File: src/rtl/cc_pkg.sv
package cc_pkg;
  localparam int MODE_W = 7;

  // bit 6 down to bit 0
  typedef struct packed {
    logic cmp_en;
    logic cap_rise;
    logic cap_fall;
    logic match_en;
    logic tog_en;
    logic pwm_en;
    logic irq_en;
  } cc_mode_t;
endpackage

File: src/rtl/cc_edge_sync.sv
module cc_edge_sync #(
  parameter int STAGES = 2
) (
  input  logic clk_i,
  input  logic rst_ni,
  input  logic pin_i,
  output logic rise_o,
  output logic fall_o
);
  // sh[STAGES-1] is the synced sample, sh[STAGES] the one before it
  logic [STAGES:0] sh_q;

  always_ff @(posedge clk_i or negedge rst_ni) begin
    if (!rst_ni) sh_q <= '0;
    else         sh_q <= {sh_q[STAGES-1:0], pin_i};
  end

  assign rise_o =  sh_q[STAGES-1] & ~sh_q[STAGES];
  assign fall_o = ~sh_q[STAGES-1] &  sh_q[STAGES];
endmodule

File: src/rtl/cc_compare.sv
module cc_compare
  import cc_pkg::*;
#(
  parameter int CNT_W = 16,
  parameter int PWM_W = 8
) (
  input  logic [CNT_W-1:0] cnt_i,
  input  logic             adv_i,
  input  logic [CNT_W-1:0] ccr_i,
  input  cc_mode_t         mode_i,
  output logic             hit_o,
  output logic             pwm_on_o,
  output logic             pwm_lvl_o,
  output logic             reload_o
);
  logic eq;

  assign eq        = (cnt_i == ccr_i);
  assign pwm_on_o  = mode_i.cmp_en & mode_i.pwm_en;
  assign hit_o     = mode_i.cmp_en & ~mode_i.pwm_en & adv_i & eq;
  assign pwm_lvl_o = (cnt_i[PWM_W-1:0] >= ccr_i[PWM_W-1:0]);
  assign reload_o  = pwm_on_o & adv_i & (cnt_i[PWM_W-1:0] == '0);
endmodule

File: src/rtl/cc_channel.sv
module cc_channel
  import cc_pkg::*;
#(
  parameter int CNT_W       = 16,
  parameter int PWM_W       = 8,
  parameter int SYNC_STAGES = 2
) (
  input  logic              clk_i,
  input  logic              rst_ni,
  input  logic [CNT_W-1:0]  cnt_i,
  input  logic              cnt_adv_i,
  input  logic              mode_we_i,
  input  logic [MODE_W-1:0] mode_wdata_i,
  input  logic              ccr_we_i,
  input  logic [CNT_W-1:0]  ccr_wdata_i,
  input  logic              flag_clr_i,
  input  logic              cap_pin_i,
  output logic [MODE_W-1:0] mode_o,
  output logic [CNT_W-1:0]  ccr_o,
  output logic              flag_o,
  output logic              irq_o,
  output logic              pin_o
);
  localparam int RLD_HI = 2 * PWM_W - 1;

  cc_mode_t         mode_q;
  logic [CNT_W-1:0] ccr_q;
  logic             flag_q, pin_q;
  logic             rise, fall, cap_evt;
  logic             hit, pwm_on, pwm_lvl, reload;
  logic             flag_set;

  cc_edge_sync #(.STAGES(SYNC_STAGES)) u_sync (
    .clk_i  (clk_i),
    .rst_ni (rst_ni),
    .pin_i  (cap_pin_i),
    .rise_o (rise),
    .fall_o (fall)
  );

  cc_compare #(.CNT_W(CNT_W), .PWM_W(PWM_W)) u_cmp (
    .cnt_i     (cnt_i),
    .adv_i     (cnt_adv_i),
    .ccr_i     (ccr_q),
    .mode_i    (mode_q),
    .hit_o     (hit),
    .pwm_on_o  (pwm_on),
    .pwm_lvl_o (pwm_lvl),
    .reload_o  (reload)
  );

  assign cap_evt  = (rise & mode_q.cap_rise) | (fall & mode_q.cap_fall);
  assign flag_set = cap_evt | (hit & mode_q.match_en);

  always_ff @(posedge clk_i or negedge rst_ni) begin
    if (!rst_ni)        mode_q <= '0;
    else if (mode_we_i) mode_q <= cc_mode_t'(mode_wdata_i);
  end

  // capture > software write > PWM reload
  always_ff @(posedge clk_i or negedge rst_ni) begin
    if (!rst_ni)       ccr_q <= '0;
    else if (cap_evt)  ccr_q <= cnt_i;
    else if (ccr_we_i) ccr_q <= ccr_wdata_i;
    else if (reload)   ccr_q[PWM_W-1:0] <= ccr_q[RLD_HI:PWM_W];
  end

  always_ff @(posedge clk_i or negedge rst_ni) begin
    if (!rst_ni)         flag_q <= 1'b0;
    else if (flag_set)   flag_q <= 1'b1;
    else if (flag_clr_i) flag_q <= 1'b0;
  end

  always_ff @(posedge clk_i or negedge rst_ni) begin
    if (!rst_ni)                      pin_q <= 1'b1;
    else if (pwm_on)                  pin_q <= pwm_lvl;
    else if (hit && mode_q.tog_en)    pin_q <= ~pin_q;
  end

  assign mode_o = mode_q;
  assign ccr_o  = ccr_q;
  assign flag_o = flag_q;
  assign irq_o  = flag_q & mode_q.irq_en;
  assign pin_o  = pin_q;


  capture_load_chk: assert property (@(posedge clk_i) disable iff (!rst_ni)
    cap_evt |=> (ccr_o == $past(cnt_i)) && flag_o);


  flag_sticky_chk: assert property (@(posedge clk_i) disable iff (!rst_ni)
    (flag_o && !flag_clr_i) |=> flag_o);


  no_adv_pin_hold_chk: assert property (@(posedge clk_i) disable iff (!rst_ni)
    (!cnt_adv_i && !(mode_o[6] && mode_o[1])) |=> $stable(pin_o));


  cmp_off_hold_chk: assert property (@(posedge clk_i) disable iff (!rst_ni)
    !mode_o[6] |=> $stable(pin_o));


  pwm_reload_chk: assert property (@(posedge clk_i) disable iff (!rst_ni)
    (mode_o[6] && mode_o[1] && cnt_adv_i && cnt_i[PWM_W-1:0] == '0 && !ccr_we_i && !cap_evt)
      |=> ccr_o[PWM_W-1:0] == $past(ccr_o[RLD_HI:PWM_W]));


  irq_gate_chk: assert property (@(posedge clk_i) disable iff (!rst_ni)
    irq_o |-> flag_o);
endmodule

File: config.mk
export PLATFORM = sky130hd
export DESIGN_NAME = cc_channel
export DESIGN_NICKNAME = d
export VERILOG_FILES = /design/src/rtl/cc_pkg.sv /design/src/rtl/cc_edge_sync.sv /design/src/rtl/cc_compare.sv /design/src/rtl/cc_channel.sv
export SDC_FILE = /design/constraint.sdc
export NUM_CORES = 1
export LEC_CHECK = 0
export BUFFER_PORTS_ARGS = -buffer_cell sky130_fd_sc_hd__buf_4
export CAP_MARGIN = 5
export CORE_MARGIN = 2
export CORE_UTILIZATION = 50
export CTS_CLUSTER_DIAMETER = 200
export DETAILED_ROUTE_END_ITERATION = 6
export PLACE_DENSITY = 0.87
export SETUP_SLACK_MARGIN = 0.3
export SYNTH_ARGS = -nofsm -noshare
export SYNTH_HDL_FRONTEND = slang
export SYNTH_SLANG_ARGS = --single-unit
File: constraint.sdc
create_clock -name clk_i -period 3.9 [get_ports clk_i]
set_input_delay 0.195 -clock clk_i [delete_from_list [all_inputs] [get_ports clk_i]]
set_output_delay 0.195 -clock clk_i [all_outputs]
set_load 0.01 [all_outputs]
### Yosys cells after proc, flatten, opt, wreduce, memory -nomap -nowiden

Index checks and enable logic that the tools add are counted.

* bits in registers: 28
* logic and storage cells: 46
* bits of input ports: 46

* reductions and logical operators: 6
* muxes and demuxes: 8
* eq/ne operators: 1
* $lt $le $gt $ge: 1
* bitwise gates (word level): 18

Operators by type and width (number)
* 2-to-1 mux 8 bit: 3
* == test 16 bit: 1
* 2-to-1 mux 16 bit: 1
* bitwise AND 1 bit: 12
* greater-or-equal comparator 8 bit: 1
* zero test 8 bit: 1
* nonzero test 2 bit: 3
* 2-to-1 mux 1 bit: 4
* inverter 1 bit: 4
* nonzero test 3 bit: 1
* bitwise OR 1 bit: 2
* logical AND 1 bit: 1

### Longest topological paths before layout

Gate-level depths: netlist of run 1.

* depth in word-level cells: 7
* mapped depth: 7

### Cells and area by module

A second synthesis of run 1 with hierarchy kept.

* cells, all modules: 154
* area, all modules: 1646.6 um^2

By module, submodules not included
* cc_channel: cells each 103, times used 1, area an instance 1226.2 um^2
* cc_compare: cells each 46, times used 1, area an instance 330.3 um^2
* cc_edge_sync: cells each 5, times used 1, area an instance 90.1 um^2

### Worst setup path after synthesis of run 1

Ideal clock, no wire load.

* path type: register to register
* start point: register ccr_q[0] (netlist: ccr_o[0])
* end point: register pin_q (netlist: pin_o)
* setup slack: 2.175 ns
* data required time: 3.807 ns
* clock period less this slack: 1.725 ns
* buffers on the path: 0
* arrival time: 1.631 ns
* cell stages (with the launch flop): 7
* path through: dfrtp_1 > ha_1 > or3b_1 > o2111ai_1 > a31oi_1 > a2111oi_0 > a21oi_1

* word-level cells in the longest chain between the ends: 4
* elaborated cells between the ends (all ways): 6
* classes of those cells: 1 x order compare; 1 x eq/ne; 1 x mux; 1 x bitwise; 2 x reduce/logical

RTL lines
* from (decl): RTL line cc_channel.sv:27 `logic [CNT_W-1:0] ccr_q;`
* from (signal assigned): RTL line cc_channel.sv:63 `else if (cap_evt) ccr_q <= cnt_i;`
* from (signal assigned): RTL line cc_channel.sv:64 `else if (ccr_we_i) ccr_q <= ccr_wdata_i;`
* from (signal, indexed assignment): RTL line cc_channel.sv:65 `else if (reload) ccr_q[PWM_W-1:0] <= ccr_q[RLD_HI:PWM_W];`
* branches (longest 4 deep; another with greater-or-equal comparator 8 bit)
* to (signal assigned): RTL line cc_channel.sv:76 `else if (pwm_on) pin_q <= pwm_lvl;`
* to (signal assigned): RTL line cc_channel.sv:77 `else if (hit && mode_q.tog_en) pin_q <= ~pin_q;`
* to (decl): RTL line cc_channel.sv:28 `logic flag_q, pin_q;`

Parallel ways; which one is timed is not known.
A chain may end at the register's enable or synchronous reset.

### Worst setup path after layout of run 1

* start point: register u_sync.sh_q[1]
* end point: register ccr_q[0] (netlist: ccr_o[0])

* word-level cells in the longest chain between the ends: 5
* elaborated cells between the ends (all ways): 8
* classes of those cells: 1 x mux; 6 x bitwise; 1 x reduce/logical

RTL lines
* from (decl): RTL line cc_edge_sync.sv:11 `logic [STAGES:0] sh_q;`
* from (signal assigned): RTL line cc_edge_sync.sv:15 `else sh_q <= {sh_q[STAGES-1:0], pin_i};`
* inverter 1 bit: RTL line cc_edge_sync.sv:19 `assign fall_o = ~sh_q[STAGES-1] & sh_q[STAGES];`
* bitwise AND 1 bit: RTL line cc_edge_sync.sv:19
* bitwise AND 1 bit: RTL line cc_channel.sv:52 `assign cap_evt = (rise & mode_q.cap_rise) | (fall & mode_q.cap_fall);`
* bitwise OR 1 bit *: RTL line cc_channel.sv:52
* nonzero test 3 bit (no line) / 2-to-1 mux 16 bit (equally long branches)

Mark *: on every way between the ends. The rest lies on a longest branch, timed or not.

==> results.md, run 1 <==
* Outcome: finished, final reports clean
* Clock transition at path regs at 0.14 ns
* Leakage Power at 1.07 nW
* Fillers at 243
* Sw Share at 0.317
* Syn nets at 213
* Grt ovf at 0
* Synth warn at 0
* Ant diodes at 0
* Max-cap violations at 0
* Worst slew margin at 0.675
* Worst path cell trace: nand3b_1, o21ai_2, buf_4, a311o_1, mux2_4
* Seq/Total Area, Yosys at 0.448
* Main combinational cell family by area after synthesis: compound AO/OA/AOI/OAI gates
* Final Max Slew Viols at 0
* ANT nets after route at 0
* Routed Wire Length at 3.80 mm
* Placement Cell Area at 2110 µm²
* Slew @ Worst Pin at 0.488 ns
* Clock period minus worst slack at 1.89 ns
* CTS tree: done
* Yosys cell types at 33
* Int Power at 0.000547 W
* RSZ-0062 raised after global routing: no
* Remaining DRCs at 0
* Logic gate share of total power at 0.364
* FMAX at 530 MHz
* WP data required at 4.13 ns
* Antenna violations before repair at 0
* DR iter-0 viols at 41
* Simple-Gate Fraction of Synth Area at 0.136
* Syn_area_per_cell at 9.84 µm²
* Peak VDD IR at 0.198 mV
* Startpoint types: flip-flop
* Post-DP HPWL at 3.03 mm
* Net switching power at 0.000254 W
* Worst setup path category: flip-flop to flip-flop
* Synth Area in Adders at 0.0639
* Buf+Inv Stages, Crit Path at 1
* Port Buf Inserts at 71
* Fraction of layout cells with a size suffix above 1 at 0.374
* DR vias/cell at 5.40
* Pwr dens at 370 nW/µm²
* Synth-to-Final Area Change at 38.4%
* Worst Path Arrival at 2.12 ns
* Largest net degree at the start of global routing at 35
* Rows at 20
* DR pass1 iterations at 4
* XOR/XNOR Fraction of Synth Area at 0.0504
* Final TNS setup at 0 ns
* First-pass GRT wire length at 6.22 mm
* Clock tree root driver cell: clkbuf_4
* Fin. Hold Viols at 0
* Post-layout net count at 285
* Delay-heaviest family, CP: compound AO/OA/AOI/OAI gates
* Fin area at 2170 µm²
* Die area at 3590 µm²
* Via Count at 1421
* Hold Crit Class: input pin to flip-flop
* Worst path slowest cell: a311o_1
* Slowest stage delay, CP at 0.48 ns
* CP endpoint kind: flip-flop
* Endpoints failing setup at 0
* Die extent in x at 60.0 µm
* Post-layout util at 0.722
* Max clock buf depth at 2
* Total track usage at 0.228
* Ports at 72
* Vias in the first global route at 1407
* CTS resizes at 0
* CTS Buf Count at 3
* Syn Std Cell Area at 1570 µm²
* Core area at 3000 µm²
* RD Place Congestion at 0.804
* Yosys reg bits at 28
* Post-synthesis compound-gate area fraction at 0.152
* Sequential Power Share at 0.460
* Clk pwr share at 0.175
* Skew final at 0.00175 ns
* Crit-path max FO at 34
* Die Y-Extent at 60.0 µm
* Later-pin clock latency in the skew report at 0.33 ns
* Cells after Synth at 159
* Final Cycle Share at 0.484
* Mux cell area share after synthesis at 0.105
* H-tree Lvls at 1
* CTS Sinks at 28
* Wirelength per Cell at 14.4 µm
* Effective utilization at floorplan at 0.521
synthesized netlist by cell type, drive strengths merged:
library cell  count  area, µm²
o21a              1       7.51
a2111oi           1       8.76
nor2b             8       50.1
nand4b            1       8.76
and2              1       6.26
o211ai            1       7.51
dfrtp            27        676
a211oi            2       15.0
ha                8        100
nor3b             1       7.51
a311o             1       10.0
or3b              1       8.76
a31oi             1       6.26
nor3              2       10.0
mux2i             7       70.1
a21oi            25        125
nand3b            1       7.51
mux2              8       93.8
xor2              9       78.8
dfstp             1       26.3
o21ai             9       48.8
nand2            12       45.0
nor4              3       18.8
nand4             3       18.8
clkbuf            4       15.0
inv               9       33.8
o2111ai           1       8.76
nand3             1       5.00
nor2              7       26.3
buf               3       21.3
cell families (layout without fill, tap and decap cells):
logic type,after synthesis,after routing
AO/OA/AOI/OAI,42,42
buffers and inverters,16,87
adder cells (fa/ha/maj),8,8
flip-flops,28,28
multiplexers,15,15
XOR/XNOR,9,9
AND/OR/NAND/NOR,41,41
worst register-to-register path, stage by stage, from the launching register on:
cell and delay (ns):
dfrtp_1 0.42, nand3b_1 0.18, o21ai_2 0.06, buf_4 0.31
a311o_1 0.49, mux2_4 0.34
layout make-up:
cell class | count | area [µm²] | share of cell area
Tap cell | 33 | 41.3 | 0.0191
Multi-Input combinational cell | 115 | 793 | 0.366
Sequential cell | 28 | 702 | 0.324
Clock buffer | 4 | 36.3 | 0.0167
Inverter | 9 | 33.8 | 0.0156
Timing Repair Buffer | 74 | 561 | 0.259
cell usage in the layout, fill, tap and decap left out, types with 8 or more instances in the layout:
cell type,count
dfrtp_1,27
o21ai_0,8
inv_1,9
ha_1,8
a21oi_1,25
nor2b_1,8
buf_4,72
nand2_1,12
xor2_1,9
power groups by stage:
stage / combinational, W / clock, W / sequential [W]
floorplan: 0.000132 / 0 / 0.000389
global placement: 0.000288 / 0 / 0.000372
detailed placement: 0.000292 / 0 / 0.000373
CTS: 0.000294 / 0.000145 / 0.000369
global route: 0.000323 / 0.000154 / 0.000374
finish: 0.000292 / 0.000141 / 0.000369
flip-flops by register name, summed over array words and instances, names as in the netlist:
signal,count
ccr_o,16
mode_o,7
u_sync.sh_q,3
flag_o,1
pin_o,1
repair_timing:
item / 4_1_cts / 5_1_grt
setup buffers: 0 / 0
endpoints found under the hold margin: 28 / 0
hold buffers: 2 / 0
stage by stage:
stage / setup WS, ns / instances / hold slack (ns) / total power [W]
after floorplan: 2.18 / 159 / -0.101 / 0.000521
after global placement: 2.07 / 257 / 0.130 / 0.000660
after detailed placement: 2.04 / 257 / 0.131 / 0.000665
after CTS: 1.99 / 263 / 0.0691 / 0.000807
after global routing: 1.92 / 263 / 0.0674 / 0.000851
final: 2.01 / 263 / 0.0741 / 0.000801
per-layer routing:
layer  GRT usage  wire (µm)
met3      0.0390        229
met1       0.306       1730
met5           0          0
met4      0.0571         34
met2       0.382       1800
final timing paths:
kind                                start              to  slack (ns)  depth (start not counted)
max in group asynchronous          rst_ni           pin_o        3.30                          2
setup / recovery           u_sync.sh_q[1]        ccr_o[0]        2.01                          5
hold / removal                  cnt_i[14]       ccr_o[14]        0.07                          3
setup reg to reg           u_sync.sh_q[1]        ccr_o[0]        2.01                          5
min in group asynchronous          rst_ni        ccr_o[0]        0.30                          2
hold reg to reg            u_sync.sh_q[0]  u_sync.sh_q[1]        0.38                          0
(Power assumes the default switching activity.)
==> run 2, diff against run 1 <==
CORE_UTILIZATION = 42   (was 50)
PLACE_DENSITY = 0.78   (was 0.87)
clock period = 1.5 ns   (was 3.9 ns; I/O delays follow)
==> run 2 against run 1 <==
Design area increased by 17%. Non-clock buffer count increased by 22. The run now ends with negative setup slack left. Clock power increased to 4.2 times the previous value. Wire length increased by 12%. Highest routed layer unchanged. Critical path type unchanged. Fmax increased by 16%. Die area increased by 18%. Sequential share of layout area decreased by 4.6 points. Largest power group is now combinational logic. Clock skew increased by 0.0013 ns. Global-route usage decreased by 1.4 points. First-iteration DRC count increased by 4.9%.
==> results.md, run 2 (synthesis results as in run 1) <==
* Net switching power at 0.000744 W
* Sequential Power Share at 0.378
* Pwr dens at 1000 nW/µm²
* CTS Sinks at 28
* FF-to-FF End: pin_o
* Worst slew margin at 0.755
* RR Startpoint: ccr_o[0]
* Skew final at 0.00308 ns
* Port Buf Inserts at 71
* Vias in the first global route at 1524
* Hold Crit Class: input pin to flip-flop
* Final Cycle Share at 1.08
* Fin. Hold Viols at 0
* Int Power at 0.00179 W
* Die area at 4230 µm²
* Synth-to-Final Area Change at 61.4%
* Peak VDD IR at 0.635 mV
* Register area at 702 µm²
* Worst path slowest cell: dfrtp_1
* CP endpoint kind: flip-flop
* CTS tree: done
* Clk pwr share at 0.233
* H-tree Lvls at 1
* Via Count at 1512
* Die Y-Extent at 65.0 µm
* Core area at 3630 µm²
* Worst setup path category: flip-flop to flip-flop
* Total track usage at 0.214
* Antenna violations before repair at 0
* Fraction of layout cells with a size suffix above 1 at 0.484
* CTS Buf Count at 3
* Max-cap violations at 0
* Fillers at 307
* Hold Crit Depth at 3
* Clock transition at path regs at 0.10 ns
* Grt ovf at 0
* WHS at 0.0160 ns
* ANT nets after route at 0
* Sw Share at 0.293
* Effective utilization at floorplan at 0.431
* Endpoints failing setup at 4
* Largest net degree at the start of global routing at 29
* First-pass GRT wire length at 6.99 mm
* Post-layout net count at 307
* Post-layout util at 0.695
* DR pass1 iterations at 4
* DR vias/cell at 5.04
* Multi-input gate area at 896 µm²
* Worst Path Arrival at 1.83 ns
* Die extent in x at 65.0 µm
* Delay-heaviest family, CP: simple AND/OR/NAND/NOR gates
* Remaining DRCs at 0
* Final Max Slew Viols at 0
* Most common cell after layout, fill and taps aside: buf_4
* RSZ-0062 raised after global routing: yes
* Leakage Power at 1.20 nW
* Outcome: finished, violations left
* Worst hold endpoint: ccr_o[8]
* Crit-path max FO at 2
* RD Place Congestion at 0.924
* DR iter-0 viols at 43
* Startpoint types: flip-flop
* R2R depth at 7
* Failing checks: negative setup slack
* Commonest non-fill, non-tap cells in the layout: buf_4, dfrtp_1, a21oi_1, nand2_1, xor2_1
* Later-pin clock latency in the skew report at 0.27 ns
* Rows at 22
* Ant diodes at 0
* Clock period minus worst slack at 1.62 ns
* WP data required at 1.71 ns
* Ports at 72
* Logic gate share of total power at 0.389
* Worst path cell trace: ha_4, buf_4, nand3_2, nor4_2, nand4_1, xor2_1, a21oi_1
* Wirelength per Cell at 14.2 µm
* Max clock buf depth at 2
* Min-delay src: cnt_i[8]
* FMAX at 616 MHz
* Clock tree root driver cell: clkbuf_8
* Slowest stage delay, CP at 0.42 ns
* Number of flip-flops in the largest register at 16
* Slew @ Worst Pin at 0.367 ns
* Post-DP HPWL at 3.18 mm
* R2R setup slack at -0.12 ns
* Final Power at 0.00253 W
* Routed Wire Length at 4.26 mm
* Buf+Inv Stages, Crit Path at 1
* Setup ws final at -0.124 ns
==> run 2: cell count changes in the layout (fill, tap and decap cells not counted), moves of 2 or more <==
cell      delta
buf_4       +18
buf_6        +2
clkbuf_4     -3
clkbuf_8     +2
ha_1         -6
ha_4         +6
inv_1        -4
inv_2        +4
==> run 2: layout make-up <==
| cell class | instances | area share |
|---|---|---|
| clock buffer | 3 | 0.0163 |
| clock inverter | 1 | 0.0119 |
| inverter | 9 | 0.0134 |
| multi-input combinational | 115 | 0.355 |
| sequential | 28 | 0.278 |
| tap | 48 | 0.0238 |
| timing repair buffer | 96 | 0.302 |
==> run 2: what timing repair did <==
item	CTS	global route
setup endpoints to repair	18	18
hold buffers	2	0
pin swaps	13	7
gates resized for setup	12	5
buffers inserted	9	0
hold endpoints to repair	28	0
cloned	0	1
==> run 2: worst reg2reg max path, stage by stage, from the launching register on <==
cell and delay [ns]:
dfrtp_1 0.42, ha_4 0.28, buf_4 0.10, nand3_2 0.05
nor4_2 0.29, nand4_1 0.14, xor2_1 0.16, a21oi_1 0.12
==> run 2: power groups by stage <==
stage	clock, W	combinational [W]	sequential (W)
global route	0.000642	0.00108	0.000970
global placement	0	0.000843	0.000965
detailed placement	0	0.000844	0.000967
CTS	0.000606	0.000962	0.000956
finish	0.000591	0.000986	0.000957
floorplan	0	0.000357	0.00101
==> run 2: how the worst max path moves through the flow <==
stage / slack (ns) / startpoint / depth (start not counted) / to
global placement: -0.21 / ccr_o[0] / 6 / pin_o
floorplan: -0.22 / ccr_o[0] / 6 / pin_o
finish: -0.12 / ccr_o[0] / 7 / pin_o
global route: -0.28 / ccr_o[3] / 7 / pin_o
CTS: -0.16 / ccr_o[0] / 6 / pin_o
detailed placement: -0.24 / ccr_o[0] / 6 / pin_o
==> run 2: through the flow <==
stage                     instances  worst slack (ns)  TNS [ns]  cell area [µm²]
after global routing            300            -0.278    -0.901             2530
after floorplan                 159            -0.217    -0.217             1590
after detailed placement        284            -0.241    -0.288             2250
final                           300            -0.124    -0.183             2530
after global placement          284            -0.212    -0.228             2250
after CTS                       299            -0.156    -0.163             2480
==> run 2: routing by layer <==
layer  global-route usage  vias up  share of wire
li1                     -      752              -
met1                0.274      712           0.43
met2                0.366       42           0.51
met3               0.0278        6          0.040
met4               0.0859        0          0.019
met5                    0        -              0
==> run 3, diff against run 2 <==
MAX_ROUTING_LAYER = met4   (was unset)
==> run 3 against run 2 <==
The run still ends with negative setup slack left. Count of clock-buffer cells in the layout unchanged. Utilization up 1.8 points. Register-to-register slack got worse by 0.02 ns. Hold slack lost 0.0056 ns. Fmax down 1.3%. Design area up 2.5%. Clock skew about the same. Wire length up 8.6%. Die area is the same. Global-route usage up 0.48 points. Critical path type unchanged. Highest routed layer unchanged.
==> results.md, run 3 (synthesis results as in run 1) <==
* R2R depth at 7
* Clock transition at path regs at 0.10 ns
* Core area at 3630 µm²
* GR met2 Demand/Resource at 0.367
* Fraction of layout cells with a size suffix above 1 at 0.517
* Worst hold endpoint: ccr_o[8]
* RSZ-0062 raised after global routing: yes
* Hold Crit Class: input pin to flip-flop
* Fin. Hold Viols at 0
* Max-cap violations at 0
* Min-delay src: cnt_i[8]
* Post-layout util at 0.713
* DR pass1 iterations at 4
* Die area at 4230 µm²
* FMAX at 608 MHz
* Clock period minus worst slack at 1.64 ns
* Die Y-Extent at 65.0 µm
* Largest net degree at the start of global routing at 29
* ANT nets after route at 0
* Via Count at 1584
* DR iter-0 viols at 51
* Worst Path Arrival at 1.86 ns
* WP data required at 1.71 ns
* Pwr dens at 1000 nW/µm²
* Number of flip-flops in the largest register at 16
* Setup ws final at -0.145 ns
* FF-to-FF End: pin_o
* Final Max Slew Viols at 0
* CP endpoint kind: flip-flop
* RD Place Congestion at 0.923
* Ant diodes at 0
* Antenna violations before repair at 0
* Final Cycle Share at 1.10
* Rows at 22
* Fillers at 286
* Clock tree root driver cell: clkbuf_8
* Outcome: finished, violations left
* Total track usage at 0.219
* Slew @ Worst Pin at 0.365 ns
* Worst slew margin at 0.757
* Peak VDD IR at 0.593 mV
* Ports at 72
* Worst setup path category: flip-flop to flip-flop
* First-pass GRT wire length at 6.93 mm
* Commonest non-fill, non-tap cells in the layout: buf_4, dfrtp_1, a21oi_1, xor2_1
* Crit-path max FO at 2
* CTS Sinks at 28
* Final Power at 0.00260 W
* Max clock buf depth at 2
* CTS tree: done
* Vias in the first global route at 1487
* Effective utilization at floorplan at 0.431
* Post-layout net count at 316
* Remaining DRCs at 0
* Final Instance Count excl. Fillers at 309
* Routed Wire Length at 4.63 mm
* Startpoint types: flip-flop
* H-tree Lvls at 1
* Grt ovf at 0
* Skew final at 0.00322 ns
* Failing checks: negative setup slack
* Routing usage on met3 at 0.0191
* Most utilized layer in the global route result: met2
* Endpoints failing setup at 3
* Post-DP HPWL at 3.24 mm
* Die extent in x at 65.0 µm
* Leakage Power at 1.24 nW
* Wirelength per Cell at 15.0 µm
* Met1 Usage GRT at 0.270
* DR vias/cell at 5.13
* Synth-to-Final Area Change at 65.5%
* WHS at 0.0104 ns
* Port Buf Inserts at 71
* Pre-CTS setup slack at -0.269 ns
* CTS Buf Count at 3
* RR Startpoint: ccr_o[0]
* Most common cell after layout, fill and taps aside: buf_4
* Hold Crit Depth at 3
* Cell count after placement at 285
* R2R setup slack at -0.14 ns
* Later-pin clock latency in the skew report at 0.28 ns
run 3: changes by cell type in the layout (fill, tap and decap cells not counted), moves of 2 or more:
cell / before / now
buf_4: 90 / 97
nand2_2: 1 / 4
buf_6: 2 / 6
nand2_1: 11 / 8
o21ai_0: 8 / 6
run 3: stage by stage:
step | instance area [µm²] | TNS [ns]
6_report | 2590 | -0.258
5_1_grt | 2590 | -0.956
4_1_cts | 2490 | -0.250
3_5_place_dp | 2250 | -0.322
3_3_place_gp | 2250 | -0.242
2_1_floorplan | 1590 | -0.217
run 3: worst max-delay path by stage:
| stage | startpoint | end | slack, ns | depth (start not counted) |
|---|---|---|---|---|
| after global placement | ccr_o[0] | pin_o | -0.23 | 6 |
| after detailed placement | ccr_o[0] | pin_o | -0.27 | 6 |
| after floorplan | ccr_o[0] | pin_o | -0.22 | 6 |
| final | ccr_o[0] | pin_o | -0.14 | 7 |
| after global routing | ccr_o[6] | pin_o | -0.23 | 7 |
| after CTS | ccr_o[0] | pin_o | -0.17 | 6 |
run 3: worst max-delay path, stage by stage (launching register included):
cell and delay, ns:
dfrtp_1 0.42, ha_4 0.28, buf_4 0.09, nand3_1 0.06, nor4_2 0.30, nand4_1 0.15, xor2_1 0.16, a21oi_1 0.13
run 3: power by group:
| part | internal (W) | total [W] | switching [W] |
|---|---|---|---|
| logic | 0.000588 | 0.00103 | 0.000446 |
| clock network | 0.000358 | 0.000606 | 0.000248 |
| registers | 0.000873 | 0.000959 | 0.0000861 |
| total | 0.00182 | 0.00260 | 0.000780 |
run 3: area by class of cell:
type                    instances  area [µm²]  share of cell area
well taps                      48        60.1              0.0232
repair buffers                105         816               0.315
clock buffers                   3        41.3              0.0159
flip-flops and latches         28         702               0.271
inverters                       9        33.8              0.0130
multi-input cells             115         907               0.350
clock inverters                 1        30.0              0.0116
run 3: metal layers:
layer  wire, µm  vias to the layer above
met1       1890                      758
met4        105                        0
met2       2420                       52
met3        217                       10
li1           -                      764
met5          0                        -
run 3: repair_timing:
| item | CTS | global route |
|---|---|---|
| setup endpoints to repair | 18 | 18 |
| hold buffers | 2 | 0 |
| endpoints found under the hold margin | 29 | 0 |
| buffers inserted | 10 | 5 |
| cloned | 0 | 3 |
| gates resized for setup | 13 | 15 |
| pin swaps | 12 | 6 |
